--- config.mk ---
export PLATFORM = sky130hd
export DESIGN_NAME = busy_lock_arbiter
export DESIGN_NICKNAME = d
export VERILOG_FILES = /design/src/rtl/busy_lock_arbiter_pkg.sv /design/src/rtl/prio_pick.sv /design/src/rtl/grant_hold_reg.sv /design/src/rtl/busy_lock_arbiter.sv
export SDC_FILE = /design/constraint.sdc
export NUM_CORES = 1
export LEC_CHECK = 0
export BUFFER_PORTS_ARGS = -buffer_cell sky130_fd_sc_hd__buf_4
export CAP_MARGIN = 20
export CORE_AREA = 10 10 47 49
export CTS_BUF_LIST = sky130_fd_sc_hd__clkbuf_4 sky130_fd_sc_hd__clkbuf_8 sky130_fd_sc_hd__clkbuf_16
export DETAILED_ROUTE_END_ITERATION = 6
export DIE_AREA = 0 0 57 59
export PLACE_DENSITY = 0.35
export SKIP_LAST_GASP = 1
export SLEW_MARGIN = 20
export SYNTH_ARGS = -nofsm -noshare
export SYNTH_HDL_FRONTEND = slang
export SYNTH_SLANG_ARGS = --single-unit
export TNS_END_PERCENT = 20
--- constraint.sdc ---
create_clock -name clk -period 1.4 [get_ports clk]
set_clock_uncertainty 0.1 [all_clocks]
set_input_delay 0.21 -clock clk [delete_from_list [all_inputs] [get_ports clk]]
set_output_delay 0.21 -clock clk [all_outputs]
set_load 0.01 [all_outputs]
--- src/rtl/busy_lock_arbiter_pkg.sv ---
package busy_lock_arbiter_pkg;

    localparam int NUM_MASTERS = 3;
    localparam int IDX_W       = $clog2(NUM_MASTERS);

    typedef logic [NUM_MASTERS-1:0] master_vec_t;

    typedef enum logic {
        BUS_FREE   = 1'b0,
        BUS_LOCKED = 1'b1
    } bus_phase_e;

    typedef struct packed {
        master_vec_t owner;
        logic        held;
    } grant_state_t;

    function automatic bus_phase_e phase_of(input logic busy_in);
        return busy_in ? BUS_LOCKED : BUS_FREE;
    endfunction

    function automatic logic any_set(input master_vec_t v);
        return |v;
    endfunction

endpackage

--- src/rtl/prio_pick.sv ---
module prio_pick
    import busy_lock_arbiter_pkg::*;
(
    input  master_vec_t req_in,
    output master_vec_t win_out
);
    logic [NUM_MASTERS:0] seen_lower;

    assign seen_lower[0] = 1'b0;

    for (genvar i = 0; i < NUM_MASTERS; i++) begin : g_chain
        assign seen_lower[i+1] = seen_lower[i] | req_in[i];
        assign win_out[i]      = req_in[i] & ~seen_lower[i];
    end
endmodule

--- src/rtl/grant_hold_reg.sv ---
module grant_hold_reg
    import busy_lock_arbiter_pkg::*;
(
    input  logic         clk,
    input  logic         rst,
    input  bus_phase_e   phase,
    input  master_vec_t  candidate,
    output grant_state_t state_q
);
    grant_state_t state_d;

    always_comb begin
        state_d = state_q;
        if (phase == BUS_FREE) begin
            state_d.owner = candidate;
            state_d.held  = any_set(candidate);
        end
    end

    always_ff @(posedge clk) begin
        if (rst) begin
            state_q <= '0;
        end else begin
            state_q <= state_d;
        end
    end
endmodule

--- src/rtl/busy_lock_arbiter.sv ---
module busy_lock_arbiter
    import busy_lock_arbiter_pkg::*;
(
    input  logic       clk,
    input  logic       rst,
    input  logic [2:0] req,
    input  logic       busy,
    output logic [2:0] gnt
);
    master_vec_t  winner;
    grant_state_t st;
    bus_phase_e   phase;

    assign phase = phase_of(busy);

    prio_pick u_pick (
        .req_in  (req),
        .win_out (winner)
    );

    grant_hold_reg u_hold (
        .clk       (clk),
        .rst       (rst),
        .phase     (phase),
        .candidate (winner),
        .state_q   (st)
    );

    assign gnt = st.held ? st.owner : '0;
endmodule


* Yosys cells after proc, flatten, opt, wreduce, memory -nomap -nowiden
Cells that the tools add are included.
W data, S select, Z words.
** Word-level totals
- Register bits :: 4
- Bits in latches :: 0
- RAM bits :: 0
- Memory bits (read-only) :: 0
- Input bits :: 6
- Output and inout bits :: 3
- Logic and storage cells :: 10
- Memories :: 0
** Cells by class
- Add/sub/neg operators :: 0
- $mul :: 0
- Divide/modulo/power cells :: 0
- Order comparisons :: 0
- Eq/ne operators :: 0
- Shifts and indexed selects :: 0
- Muxes and demuxes :: 2
- Bitwise logic cells :: 5
- Reductions and logical operators :: 1
** Operators by type and width (number)
- $mux W3 :: 1
- $reduce_or A3 Y1 :: 1
- $and A1 B1 Y1 :: 2
- $not A1 Y1 :: 2
- $mux W1 :: 1
- $or A1 B1 Y1 :: 1

* Longest topological paths before layout
- Depth in word-level cells :: 4
- Gate-level depth with buffers :: 2
- Mapped depth without buffers :: 2

* Hierarchy
Synthesis repeated with hierarchy kept, for this count alone.
** Unflattened totals
- Cells, all modules :: 20
- Area total of the unflattened synthesis :: 195.2 um^2
** By module, submodules not included
- grant_hold_reg :: times used 1, cells an instance 14, area an instance 150.1 um^2
- prio_pick :: times used 1, cells an instance 3, area an instance 26.3 um^2
- busy_lock_arbiter :: times used 1, cells an instance 3, area an instance 18.8 um^2

* Worst setup path before layout
No wires, ideal clock.
- Path type :: input to register
- From :: input port busy
- To :: register u_hold.state_q[3] (netlist name)
- Arrival :: 823 ps
- Setup slack :: 407 ps
- Stages :: 2
- Path buffers :: 0
- Cell sequence :: or4b_1 > a21oi_1
** On the way
- Cells in the longest elaborated chain, start to end :: 1
** Ends and longest elaborated chain
- from (decl) :: RTL line busy_lock_arbiter.sv:7 : input logic busy,
- $mux W1 :: RTL line busy_lock_arbiter_pkg.sv:19 : return busy_in ? BUS_LOCKED : BUS_FREE;
- to (signal assigned) :: RTL line grant_hold_reg.sv:24 : state_q <= state_d;
- to (decl) :: RTL line grant_hold_reg.sv:8 : output grant_state_t state_q
Every way passes these cells.
A chain may end at the register's enable or synchronous reset.

* Worst setup path after layout
- From :: register u_hold.state_q[0] (netlist name)
- To :: output port gnt[2]
** On the way
- Cells in the longest elaborated chain, start to end :: 1
** Ends and longest elaborated chain
- $mux W3 :: RTL line busy_lock_arbiter.sv:29 : assign gnt = st.held ? st.owner : '0;
- to (decl) :: RTL line busy_lock_arbiter.sv:8 : output logic [2:0] gnt
Every way passes these cells.

==> flow_summary.yaml <==
timing:
  rsz0062_at_grt: "no"
  timing.fmax_mhz: 849
  worst_pin_slew_ns: 0.223
  fin_crit_sh_pct: 84.1
  slew_headroom_pct: 85.0
  setup_tns_ns: 0
  final.setup.worst_slack_ns: 0.222
  fin_crit_ns: 1.18
  setup_viol: 0
  finalMaxSlewViolations: 0
  hold_viol: 0
critical_path:
  cp_data_required_time_ns: 1.09
  r2r_cells: 2
  rrSetupSlack_ns: 0.67
  worstSetupEndpointType: "output pin"
  r2r_end: "u_hold.state_q[0]$_SDFFE_PP0N_"
  path_max_fanout: 4
  worstSetupStartpointType: "flop"
  cp.arrival_ns: 0.87
  worstReg2RegStart: "u_hold.state_q[0]$_SDFFE_PP0N_"
  worstSetupPathType: "flop to output pin"
logic_synthesis:
  ys_seq_area_share_pct: 47.4
  synthDistinctLibCells: 11
  avgSynthCellArea_um2: 9.38
  yosys.area.top_type_share_pct: 47.4
  yosysTopAreaCell: "dfxtp_1"
  yosysWarnings: 0
  ys_ff_latch: 4
  syn_area_um2: 169
  synth.area.top_cells: "dfxtp_1 (47%), and2_1 (11%), a21oi_1 (5.9%), mux2i_1 (5.9%), or4b_1 (5.9%)"
  synth_cells: 18
  syn_nets: 24
floorplan:
  die_h_um: 59
  dieArea_um2: 3360
  num_rows: 14
  initial_core_util_pct: 12.1
  io_pins: 9
  core-area_um2: 1400
  die_w_um: 57
global_routing:
  grt_pass1_wl_um: 745
  grt_usage_pct: 3.28
  grt_overflow: 0
  antenna_found_initial: 0
  grt_pass1_vias: 177
  grt_max_degree: 8
detailed_routing:
  wire_per_inst_um: 10.2
  dr.pass1.iters: 1
  via_per_inst: 3.64
  post-route-drc-count: 0
  num_vias: 164
  antenna_left: 0
  drt_first_iter_violations: 0
  drt-total-wl_um: 461
status:
  status: "finished, final reports clean"
final_layout:
  final_design_area_no_fill_um2: 272
  drive_gt1_share_pct: 41.4
  reg.largest.list: "u_hold.state_q (4)"
  seqCellArea_um2: 80.1
  n_fill_cell: 168
  mostFrequentLayoutCell: "buf_4"
  final_nets: 37
  largest_reg_flops: 4
  multi_input_area_um2: 88.8
  largest_register: "u_hold.state_q"
  layout_common_cells: "buf_4 (8), dfxtp_1 (4), and2_1 (3), clkbuf_4 (3)"
  diodes: 0
  synthToLayoutAreaGrowth_pct: 60.7
clock_tree:
  clkSinkCount: 4
  clkSlewWorstSetupHoldPaths_ns: 0.04
  cts_buffers: 3
  clock_latency_ns: 0.23
  holdBufCountCts: 0
  root_buffer: "clkbuf_4"
  htreeDepth: 1
  cts_tree: "built"
  ctsResizeCount: 0
  clockBufferDepth: 2
  cts_setup_buffers: 0
pwr:
  power.share.clock_pct: 47.1
  power_frac_comb_pct: 10.3
  switchingPower_mw: 0.0569
  ir_drop_mv: 0.277
  p_seq_share_pct: 42.7
  internal_power_mw: 0.234
  p_per_area_nw_per_um2: 1070
  leakage_nw: 0.117
  switching_share_pct: 19.6
hold_path:
  hold_class: "primary input to flop"
  holdPathStages: 2
  hp-start: "rst"
  hold_end: "u_hold.state_q[3]$_SDFFE_PP0N_"
placement:
  placed_cell_area_um2: 249
  dp_hpwl_um: 392
  portBuffers: 8
  place_congestion: 0.654
  pre_cts_ws_ns: 0.235
run:
  cap_violations: 0
[cells by family after synthesis]
group           synth area share [%]
simple gates                    40.7
flops                           47.4
mux                             5.93
compound gates                  5.93
[worst max-delay path, cell delays in order, from the launching register on]
cell	delay (ns)
dfxtp_1	0.37
and2_1	0.15
buf_4	0.12
[routing by layer]
metal / track usage (%) / part of all wire [%]
met5: 0 / 0
met4: 5.03 / 2.2
met3: 2.58 / 9.8
met1: 3.18 / 50
met2: 3.41 / 38
[cells in the mapped netlist (all sizes together)]
master and number:
a21oi 2, and2 3, dfxtp 4, mux2i 1, nand2 2, nor2 1, nor2b 1, nor3 1
nor4 1, or3b 1, or4b 1
[how the worst max path moves through the flow]
stage,from,end,slack [ns],cells after the start
floorplan,busy,u_hold.state_q[3]$_SDFFE_PP0N_,0.41,2
global placement,busy,u_hold.state_q[3]$_SDFFE_PP0N_,0.25,3
detailed placement,busy,u_hold.state_q[3]$_SDFFE_PP0N_,0.24,3
CTS,u_hold.state_q[0]$_SDFFE_PP0N_,gnt[1],0.20,2
global route,u_hold.state_q[0]$_SDFFE_PP0N_,gnt[0],0.15,2
finish,u_hold.state_q[0]$_SDFFE_PP0N_,gnt[2],0.22,2
[power groups by stage]
| stage | clock (mW) | sequential, mW | combinational, mW |
|---|---|---|---|
| 2_1_floorplan | 0 | 0.125 | 0.0109 |
| 3_3_place_gp | 0 | 0.126 | 0.0304 |
| 3_5_place_dp | 0 | 0.126 | 0.0307 |
| 4_1_cts | 0.148 | 0.124 | 0.0308 |
| 5_1_grt | 0.160 | 0.125 | 0.0327 |
| 6_report | 0.137 | 0.124 | 0.0298 |
[through the flow]
step / std cells / hold WS [ns] / power (mW) / util [%]
after floorplan: 18 / 0.179 / 0.136 / -
after global placement: 42 / 0.301 / 0.157 / 17.8
after detailed placement: 42 / 0.305 / 0.157 / 17.8
after CTS: 45 / 0.0556 / 0.303 / 19.4
after global routing: 45 / 0.0498 / 0.318 / 19.4
final: 45 / 0.0636 / 0.291 / 19.4
[layout make-up]
cell class	instances	area share, %
clock buffers	3	8.29
multi-input cells	14	32.7
flip-flops and latches	4	29.5
well taps	16	7.37
repair buffers	8	22.1
No activity file was read; power rests on OpenSTA's default activity.
